===== src/rtl/muldiv_iter.sv =====
module muldiv_iter #(
  parameter int W = 32
) (
  input  logic         clk,
  input  logic         rst_n,
  input  logic         start,
  input  logic [1:0]   op,
  input  logic [W-1:0] opa,
  input  logic [W-1:0] opb,
  output logic         busy,
  output logic         done,
  output logic [W-1:0] hi,
  output logic [W-1:0] lo
);
  localparam int CW = $clog2(W);
  localparam logic [CW-1:0] LAST = CW'(W - 1);

  typedef enum logic [1:0] {S_IDLE, S_RUN, S_FIX} st_t;

  st_t           st;
  logic [CW-1:0] cnt;
  logic [W-1:0]  mcand;
  logic          is_div, neg_lo, neg_hi;

  wire accept = start && (st == S_IDLE);
  wire sgn    = ~op[0];
  wire a_neg  = sgn & opa[W-1];
  wire b_neg  = sgn & opb[W-1];
  wire [W-1:0] a_mag = a_neg ? -opa : opa;
  wire [W-1:0] b_mag = b_neg ? -opb : opb;

  wire [W:0] add_a  = is_div ? {hi, lo[W-1]} : {1'b0, hi};
  wire [W:0] add_b  = is_div ? ~{1'b0, mcand} : {1'b0, mcand};
  wire       add_en = is_div | lo[0];
  wire [W:0] sum    = add_a + (add_en ? add_b : '0) + {{W{1'b0}}, is_div};
  wire       q_bit  = ~sum[W];

  wire [2*W-1:0] prod_neg = -{hi, lo};

  assign busy = (st != S_IDLE);

  always_ff @(posedge clk) begin
    if (!rst_n) begin
      st     <= S_IDLE;
      cnt    <= '0;
      mcand  <= '0;
      is_div <= 1'b0;
      neg_lo <= 1'b0;
      neg_hi <= 1'b0;
      hi     <= '0;
      lo     <= '0;
      done   <= 1'b0;
    end else begin
      done <= 1'b0;
      case (st)
        S_IDLE: if (accept) begin
          st     <= S_RUN;
          cnt    <= '0;
          mcand  <= b_mag;
          is_div <= op[1];
          neg_lo <= a_neg ^ b_neg;
          neg_hi <= op[1] & a_neg;
          hi     <= '0;
          lo     <= a_mag;
        end
        S_RUN: begin
          if (is_div) begin
            hi <= q_bit ? sum[W-1:0] : add_a[W-1:0];
            lo <= {lo[W-2:0], q_bit};
          end else begin
            hi <= sum[W:1];
            lo <= {sum[0], lo[W-1:1]};
          end
          cnt <= cnt + 1'b1;
          if (cnt == LAST) st <= S_FIX;
        end
        S_FIX: begin
          if (is_div) begin
            if (neg_lo) lo <= -lo;
            if (neg_hi) hi <= -hi;
          end else if (neg_lo) begin
            {hi, lo} <= prod_neg;
          end
          st   <= S_IDLE;
          done <= 1'b1;
        end
        default: st <= S_IDLE;
      endcase
    end
  end

  AST_BUSY_AFTER_START: assert property (@(posedge clk) disable iff (!rst_n)
    (start && !busy) |=> busy);
  AST_DONE_NOT_BUSY: assert property (@(posedge clk) disable iff (!rst_n)
    done |-> !busy);
  AST_DONE_SINGLE: assert property (@(posedge clk) disable iff (!rst_n)
    done |=> !done);
  AST_IDLE_HOLD: assert property (@(posedge clk) disable iff (!rst_n)
    (!busy && !start) |=> ($stable(hi) && $stable(lo)));
  AST_BUSY_KEEPS_MODE: assert property (@(posedge clk) disable iff (!rst_n)
    (busy && $past(busy)) |-> ($stable(is_div) && $stable(mcand)));
  AST_COUNT_IDLE_ZERO: assert property (@(posedge clk) disable iff (!rst_n)
    (st == S_FIX) |-> (cnt == '0 || cnt == CW'(W)));
endmodule


===== config.mk =====
export PLATFORM = sky130hd
export DESIGN_NAME = muldiv_iter
export DESIGN_NICKNAME = d
export VERILOG_FILES = /design/src/rtl/muldiv_iter.sv
export SDC_FILE = /design/constraint.sdc
export NUM_CORES = 1
export LEC_CHECK = 0
export ABC_AREA = 1
export CAP_MARGIN = 10
export CORE_UTILIZATION = 40
export DETAILED_ROUTE_END_ITERATION = 10
export DONT_BUFFER_PORTS = 1
export RECOVER_POWER = 25
export SETUP_SLACK_MARGIN = 0.2
export SLEW_MARGIN = 20
export SYNTH_ARGS = -nofsm -noshare
export SYNTH_HDL_FRONTEND = slang
export SYNTH_SLANG_ARGS = --single-unit

===== constraint.sdc =====
create_clock -name clk -period 11.65 [get_ports clk]
set_input_delay 1.165 -clock clk [delete_from_list [all_inputs] [get_ports clk]]
set_output_delay 1.165 -clock clk [all_outputs]
set_load 0.05 [all_outputs]

# Word level (Yosys, flattened, before mapping)
# Index checks and enable logic that the tools add are counted.
[classes] n_reduce_logical=10 addsub=8 muxes=24 n_eq_ne=8 n_bitwise=8
[ops] cell="two-way mux 32 bit" count=13
[ops] cell="one-hot mux 32 bit (3 select lines)" count=2
[ops] cell="negation 32 bit" count=4
[ops] cell="two-way mux 33 bit" count=3
[ops] cell="negation 64 bit" count=1
[ops] cell="adder 33 x 1 -> 33 bit" count=1
[ops] cell="adder 33 bit" count=1
[ops] cell="NOT 32 -> 33 bit" count=1
[ops] cell="one-hot mux 5 bit (2 select lines)" count=1
[ops] cell="!= test 2 bit, second input constant" count=3
[ops] cell="!= test 3 bit, second input constant" count=2
[ops] cell="AND reduction 2 bit" count=3
[ops] cell="adder 5 x 1 -> 5 bit, second input constant" count=1
[ops] cell="equality test 5 bit, second input constant" count=1
[ops] cell="two-way mux 5 bit" count=1
[ops] cell="two-way mux 2 bit" count=2
[ops] cell="one-hot mux 2 bit (2 select lines)" count=1
[ops] cell="AND reduction 4 bit" count=1
[ops] cell="nonzero test 2 bit" count=2
[ops] cell="AND 1 bit" count=3
[ops] cell="AND reduction 3 bit" count=1
[ops] cell="nonzero test 3 bit" count=1
[ops] cell="equality test 2 x 1 -> 1 bit, second input constant" count=1
[ops] cell="equality test 2 bit, second input constant" count=1
[ops] cell="other kinds (6)" count=7
[totals] ff_bits=107 output_inout_bits=66 in_bits=69 wordCells=67

# Logic depth before layout (Yosys ltp)
# Gate-level depths: netlist (run 1).
[logic_depth] depth_word=8 depth_mapped=26 ltp_nobuf=20

# Worst setup path before layout (run 1)
# Ideal clock, no wire load.
[synth_timing] kind="register to register" from="register is_div" to="register hi[8]" n_path_buf=6 t_arrival_ps=3758 setup_slack_ps=7758 setup_time_ps=133 stages_incl_launch_ff=27 period_less_slack_ps=3892 path_cell_list="dfxtp_1 -> buf_2 -> clkbuf_1 -> buf_1 -> buf_2 -> xnor2_1 -> nor2_1 -> fa_1 -> fa_1 -> nand2_1 -> nand2_1 -> nand3_1 -> nand2_1 -> nand2_1 -> nand2_2 -> nand2_4 -> nand2_4 -> nand2_4 -> nand2_4 -> buf_8 -> buf_12 -> nand2_2 -> nand3_2 -> nand2_1 -> nand2_1 -> nand2_1 -> a21oi_2"
[synth_via] elab_chain_cells=7 elab_cells_between_ends=13
[synth_rtl] item="start, declared" line_no="23" source="logic is_div, neg_lo, neg_hi;"
[synth_rtl] item="start signal, assigned" line_no="60" source="is_div <= op[1];"
[synth_rtl] item="two-way mux 33 bit or OR 1 bit (tied branches)" line_no="33, 34"
[synth_rtl] item="two-way mux 33 bit" line_no="35" source="wire [W:0] sum = add_a + (add_en ? add_b : '0) + {{W{1'b0}}, is_div};"
[synth_rtl] item="adder 33 bit" line_no="35"
[synth_rtl] item="adder 33 x 1 -> 33 bit" line_no="35"
[synth_rtl] item="two-way mux 32 bit" line_no="68" source="hi <= q_bit ? sum[W-1:0] : add_a[W-1:0];"
[synth_rtl] item="two-way mux 32 bit" line_no="67" source="if (is_div) begin"
[synth_rtl] item="one-hot mux 32 bit (3 select lines)" line_no="55" source="case (st)"
[synth_rtl] item="end signal, assigned" line_no="68"
[synth_rtl] item="end signal, assigned" line_no="71" source="hi <= sum[W:1];"
[synth_rtl] item="end signal, assigned" line_no="80" source="if (neg_hi) hi <= -hi;"
[synth_rtl] item="end, declared" line_no="12" source="output logic [W-1:0] hi,"
# Several ways; a longest one is shown, not always the timed one.
# A chain may end at the register's enable or synchronous reset.

# Worst setup path after layout (run 1)
[layout_timing] from="register st[0]" to="register lo[10]"
[layout_via] elab_chain_cells=4 elab_cells_between_ends=9
[layout_rtl] item="start, declared" line_no="20" source="st_t st;"
[layout_rtl] item="start signal, assigned" line_no="44" source="st <= S_IDLE;"
[layout_rtl] item="start signal, assigned" line_no="57" source="st <= S_RUN;"
[layout_rtl] item="start signal, assigned" line_no="75" source="if (cnt == LAST) st <= S_FIX;"
[layout_rtl] item="zero test 2 bit" line_no="25, 55"
[layout_rtl] item="logical AND 1 bit" line_no="25" source="wire accept = start && (st == S_IDLE);"
[layout_rtl] item="!= test 2 bit (no line)"
[layout_rtl] item="AND reduction 3 bit (no line)"
[layout_rtl] item="end signal, assigned" line_no="64" source="lo <= a_mag;"
[layout_rtl] item="end signal, assigned" line_no="69" source="lo <= {lo[W-2:0], q_bit};"
[layout_rtl] item="end signal, assigned" line_no="72" source="lo <= {sum[0], lo[W-1:1]};"
[layout_rtl] item="end, declared" line_no="13" source="output logic [W-1:0] lo"
# Several ways; a longest one is shown, not always the timed one.

==> results by group, run 1 <==
Finish
  – ANT cells: 0
  – Final #Nets: between 2000 and 2500
  – Design Area, Final: ~14000 um^2
  – Synth-to-Final Area Change: 4.387%
  – Layout cells sized above 1: 4.677%
  – Layout Cells excl Fill: approximately 2700

Critical path
  – Endpoint class of the critical path: flop
  – Crit path kind: flop to flop
  – Worst Path Max Fanout: 47
  – Worst path bufs/invs: 5
  – Worst endpoint data arrival time: between 5 and 6 ns
  – CP required: around 12 ns
  – CP most frequent cell: inv_1
  – CP top delay family: buffers and inverters
  – Worst R2R Setup Slack: a little over 6 ns
  – Slowest stage delay, CP: 1.92 ns
  – CP startpoint kind: flop
  – Crit path max-delay cell type: clkbuf_1
  – Cell Chain, Critical Path: inv_1 -> ha_2 -> clkbuf_1 -> inv_1 -> nor2_1 -> nor2_2 -> buf_4 -> clkinv_1 -> a21oi_1 -> a221oi_1

Global routing
  – Pin count of the biggest net entering global routing: 94
  – Total congestion overflow: 0
  – Vias in the first global route: roughly 14000
  – Total GRT Usage: between 30% and 40%
  – Initial antenna violation count: 0
  – First-pass GRT wire length: a little under 80000 um

Route
  – DR vias/cell: around 5.5
  – DRT iter0 DRCs: between 1000 and 1500
  – Residual DRC count: 0
  – Avg WL per Cell: 18.65 um
  – First-pass DRT Iterations: 6
  – Final WL: between 50000 and 60000 um
  – Via count: 15144
  – Final ANT Viol Nets: 0

Status
  – Status: finished, violations left
  – Failing checks: max-capacitance violations, max-slew violations

Placed design
  – DP Worst Slack: between 6 and 7 ns
  – GP Congestion: between 1 and 1.5
  – Dpl hpwl: about 40000 um
  – Placed Cells incl. Taps: 2729
  – Port Buf Inserts: 0
  – DP Area: ~13000 um^2

Power and ir drop
  – VDD IR max: roughly 0.096 mV
  – P per Cell Area: around 130 nW/um^2
  – Leak Pwr: approximately 6.4 nW
  – Total Power: 1.719 mW

Timing
  – Setup total negative slack: 0 ns
  – Worst clock skew: between 0.01 and 0.015 ns
  – Crit share post-route: roughly 48%
  – RSZ-0062 raised after global routing: no
  – Final setup violation count: 0
  – Max Slew Vio Count: 108
  – Fmax: about 0.18 GHz
  – Slack of the critical path: roughly 6 ns
  – Min cycle time layout: 5.608 ns
  – Relative slew slack: -81.73%
  – Slew @ Worst Pin: ~2.7 ns
  – Final hold vios: 0

Floorplanning
  – Die area: approximately 33000 um^2
  – Initial core utilization: a little over 40%
  – Die X: 182.5 um
  – Core area: 31800 um^2
  – Ports: 135
  – Die Height: 182.5 um
  – # rows: 65

Synth
  – Post-synthesis sequential area ratio: between 10% and 20%
  – Number of synthesized flops with an enable pin: 0
  – Post-Syn Area: ~13000 um^2
  – Ys Warns: 0
  – Post-synth top flop: dfxtp_1
  – Mean area per synthesized cell: between 5 and 6 um^2
  – Netlist cell types: between 50 and 60
  – Synthesis-stage register bit count: ~110
  – Fraction of registers with async set/reset: 0%
  – Syn Inst Count: 2374
  – Post-synthesis net count: 2487

Clock network
  – Hold Buf Count CTS: 0
  – Postcts setup bufs: 0
  – Clk buf depth: 2
  – Htree depth: 3
  – Clk slew on worst S/H paths: about 0.090 ns
  – CTS tree: done
  – CTS Root Cell: clkbuf_16
  – Post-CTS Resized: 0
  – CTS Buf Count: 9
  – Worst-Skew Late Latency: roughly 0.38 ns
  – Num Clock Sinks: around 110

Hold path
  – HP Class: flop to flop

Flow run
  – Max-cap violation count: 2
==> tightest hold or removal path, cell delays in order (launching register included) <==
cell     delay (ns)
dfxtp_1        0.32
nand2_1        0.06
a21oi_1        0.05
==> kinds of logic (layout without fill, tap and decap cells) <==
family | count (synthesis) | count (layout) | share of synthesized area, %
adder cells (fa/ha/maj) | 44 | 44 | 4.339
AO/OA/AOI/OAI | 430 | 430 | 18.18
AND/OR/NAND/NOR | 1279 | 1279 | 41.60
XOR/XNOR | 109 | 109 | 7.325
flip-flops | 107 | 107 | 16.43
buffers and inverters | 405 | 340 | 12.11
==> cell usage after synthesis, types with 11 or more instances <==
cell      count  area share (%)
nand2_1     690              20
inv_1       293             8.4
nor2_1      279             8.0
o21ai_0     181             7.0
a21oi_1     164             6.3
nand3_1     162             6.2
dfxtp_1     107              16
clkbuf_1     76             2.2
xor2_1       64             4.3
xnor2_1      45             3.0
nor3_1       44             1.7
ha_1         42             4.0
nand4_1      29             1.4
o211ai_1     23             1.3
nand2_2      18            0.86
nor4_1       12            0.58
a21oi_2      11            0.74
inv_2        11            0.32
nand3_2      11            0.84
==> flip-flops by register name, summed over array words and instances (netlist names) <==
register  flops
cnt           5
done          1
hi           32
is_div        1
lo           32
mcand        32
neg_hi        1
neg_lo        1
st            2
==> metal layers <==
| metal | routed length [um] | GRT usage (%) | part of all wire, % | vias up |
|---|---|---|---|---|
| li1 | - | - | - | 7507 |
| met1 | 23220 | 41.22 | 45 | 6934 |
| met2 | 22090 | 48.23 | 43 | 606 |
| met3 | 3927 | 5.468 | 7.7 | 97 |
| met4 | 1943 | 11.83 | 3.8 | 0 |
| met5 | 0 | 0 | 0 | - |
==> placed cells by master (no fill, tap or decap), types with 44 or more instances in the layout <==
cell type / synthesis / routed
xnor2_1: 45 / 45
nand2_1: 690 / 690
dfxtp_1: 107 / 106
inv_1: 293 / 293
o21ai_0: 181 / 181
nor2_1: 279 / 276
nand3_1: 162 / 162
a21oi_1: 164 / 164
xor2_1: 64 / 64
nor3_1: 44 / 44
==> metrics by stage <==
| step | utilization (%) | hold slack (ns) |
|---|---|---|
| finish | 42.79 | 0.4731 |
| global route | 42.79 | 0.5175 |
| CTS | 42.81 | 0.4796 |
| detailed placement | 41.81 | 0.4659 |
| global placement | 41.81 | 0.4562 |
| floorplan | - | 0.4445 |
==> final cells by class <==
| type | count | area (um^2) |
|---|---|---|
| sequential | 107 | 2146 |
| clock buffer | 9 | 225.2 |
| inverter | 310 | 1164 |
| fill | 3650 | 18190 |
| timing repair buffer | 15 | 105.1 |
| clock inverter | 6 | 93.84 |
| tap | 435 | 544.3 |
| multi-input combinational | 1862 | 9328 |
==> path summary, 6_finish.rpt <==
path              startpoint  endpoint  depth (start not counted)
setup reg to reg       st[0]    lo[10]                         10
hold / removal        cnt[4]    cnt[4]                          2
hold reg to reg       cnt[4]    cnt[4]                          2
setup / recovery       st[0]    lo[10]                         10
==> power by group <==
part / internal [mW] / switching, mW
combinational: 0.238 / 0.561
clock: 0.174 / 0.168
sequential: 0.410 / 0.168
No activity file was read; power rests on OpenSTA's default activity.
==> inputs of run 2 (changes only) <==
Clock period 11.65 ns to 5.06 ns, I/O delays scaled along.
==> run 2 against run 1 <==
Against the previous run: the flow still finishes with violations (max-capacitance violations, max-slew violations); register-to-register slack worse by 5.3 ns; utilization up 0.20 points; sequential cell count unchanged; power up 130%; maximum frequency up 30%; critical path type unchanged.
==> results by group, run 2 (synthesis results as in run 1) <==
Status
  – Status: finished, violations left
  – Failing checks: max-capacitance violations, max-slew violations

Critical path
  – Worst endpoint data arrival time: 4.62 ns (-1.25 ns)
  – CP startpoint kind: flop
  – Worst Path Max Fanout: 59 (+26%)
  – CP required: 5.36 ns (-6.55 ns)
  – Crit path kind: flop to flop
  – Endpoint class of the critical path: flop

Finish
  – Commonest non-fill, non-tap cell in the layout: nand2_1
  – Most frequent cells in the layout: 690 x nand2_1, 292 x inv_1, 276 x nor2_1
  – Fill cells: 3544 (-2.9%)
  – Synth-to-Final Area Change: 4.877%
  – Top Registers: hi: 32 flops, lo: 32 flops, mcand: 32 flops
  – Layout cells sized above 1: 4.864% (+0.19 points)
  – Final #Nets: 2431 (+0.54%)
  – ANT cells: 0 (unchanged)

Floorplanning
  – Core area: 31800 um^2 (unchanged)
  – Die X: 182.5 um (unchanged)
  – Die Height: 182.5 um (unchanged)
  – Die area: 33310 um^2 (unchanged)
  – Initial core utilization: 40.99% (unchanged)
  – Ports: 135 (unchanged)
  – # rows: 65 (unchanged)

Global routing
  – Initial antenna violation count: 0 (unchanged)
  – Total GRT Usage: 30.40% (-0.20 points)
  – Total congestion overflow: 0 (unchanged)
  – Vias in the first global route: 13698 (-1.0%)
  – Pin count of the biggest net entering global routing: 61 (-35%)
  – First-pass GRT wire length: 78980 um (about the same)

Clock network
  – CTS tree: done
  – Clk buf depth: 2 (unchanged)
  – Post-CTS Resized: 0 (unchanged)
  – CTS Buf Count: 9 (unchanged)
  – Postcts setup bufs: 0 (unchanged)
  – Clk slew on worst S/H paths: 0.08 ns (about the same)
  – Num Clock Sinks: 107 (unchanged)
  – Hold Buf Count CTS: 0 (unchanged)
  – CTS Root Cell: clkbuf_16
  – Worst-Skew Late Latency: 0.38 ns (about the same)
  – Htree depth: 3 (unchanged)

Timing
  – Relative slew slack: -69.32% (+12 points)
  – Min cycle time layout: 4.323 ns (-1.286 ns)
  – Max Slew Vio Count: 47 (-56%)
  – Slack of the critical path: 0.7373 ns (-5.304 ns)
  – RSZ-0062 raised after global routing: no
  – Worst clock skew: 0.01348 ns (-0.0008447 ns)
  – Slew @ Worst Pin: 2.540 ns (-0.1861 ns)
  – Fin Hold WS: 0.2421 ns (-0.2310 ns)
  – Final hold vios: 0 (unchanged)
  – Fmax: 0.2313 GHz (+30%)
  – Final setup violation count: 0 (unchanged)
  – Setup total negative slack: 0 ns (unchanged)
  – Crit share post-route: 85.43% (+37 points)

Route
  – Final ANT Viol Nets: 0 (unchanged)
  – Residual DRC count: 0 (unchanged)
  – Final WL: 50820 um (-0.70%)
  – Avg WL per Cell: 18.43 um (-1.2%)
  – DRT iter0 DRCs: 1392 (-6.6%)
  – First-pass DRT Iterations: 6 (unchanged)
  – Via count: 15061 (-0.55%)
  – DR vias/cell: 5.461 (-1.1%)

Power and ir drop
  – Leak Pwr: 6.438 nW (+0.51%)
  – P per Cell Area: 290.4 nW/um^2 (+130%)
  – VDD IR max: 0.2312 mV (+140%)

Placed design
  – Dpl hpwl: 40270 um (-0.29%)
  – Port Buf Inserts: 0 (unchanged)
  – GP Congestion: 1.027 (-1.8%)
  – DP Worst Slack: 0.8995 ns (-5.563 ns)

Hold path
  – HP Class: input pin to flop

Flow run
  – Max-cap violation count: 1 (-1)
## run 2: critical path: stages, from the launching register on
cell	delay (ns)
dfxtp_4	0.77
buf_4	0.51
o21ai_0	0.42
ha_1	0.52
nand2_1	0.11
nand2_1	0.07
nand2_1	0.11
nand2_1	0.09
nand2_1	0.07
nand2_1	0.08
a21oi_2	0.33
nand3_1	0.13
nand2_1	0.08
buf_4	0.32
nand2_1	0.14
nand3_2	0.10
nand2_1	0.09
nand2_1	0.06
nand2_1	0.07
a21oi_2	0.12
## run 2: per-stage QoR
| stage | util (%) | power (mW) | cell area (um^2) | std cells |
|---|---|---|---|---|
| after floorplan | - | 2.629 | 13030 | 2374 |
| after global placement | 42.10 | 3.136 | 13390 | 2742 |
| after detailed placement | 42.10 | 3.146 | 13390 | 2742 |
| after CTS | 43.10 | 3.949 | 13710 | 2758 |
| after global routing | 42.99 | 4.224 | 13670 | 2758 |
| final | 42.99 | 3.969 | 13670 | 2758 |
## run 2: final timing paths
kind,start,endpoint,slack [ns],depth (start not counted)
max,is_div,hi[14],0.74,19
min,rst_n,done,0.24,2
max reg2reg,is_div,hi[14],0.74,19
min reg2reg,cnt[4],cnt[4],0.47,2
## run 2: cell type report
type | count | area, um^2 | share of cell area, %
flip-flops and latches | 107 | 2146 | 15.70
multi-input cells | 1862 | 9323 | 68.20
clock inverters | 6 | 91.34 | 0.6682
repair buffers | 28 | 172.7 | 1.263
clock buffers | 10 | 229.0 | 1.675
inverters | 310 | 1164 | 8.513
well taps | 435 | 544.3 | 3.982
## run 2: per-layer routing
| layer | global-route usage, % | vias up | wire length [um] |
|---|---|---|---|
| li1 | - | 7540 | - |
| met2 | 47.79 | 559 | 22120 |
| met4 | 8.303 | 0 | 1294 |
| met3 | 6.306 | 79 | 4175 |
| met1 | 41.77 | 6883 | 23230 |
| met5 | 0 | - | 0 |
## run 2: where the power goes
part | internal (mW) | leakage (nW) | switching [mW]
clock | 0.404 | 0.156 | 0.396
combinational | 0.551 | 5.40 | 1.29
sequential | 0.945 | 0.879 | 0.385
total | 1.90 | 6.44 | 2.07
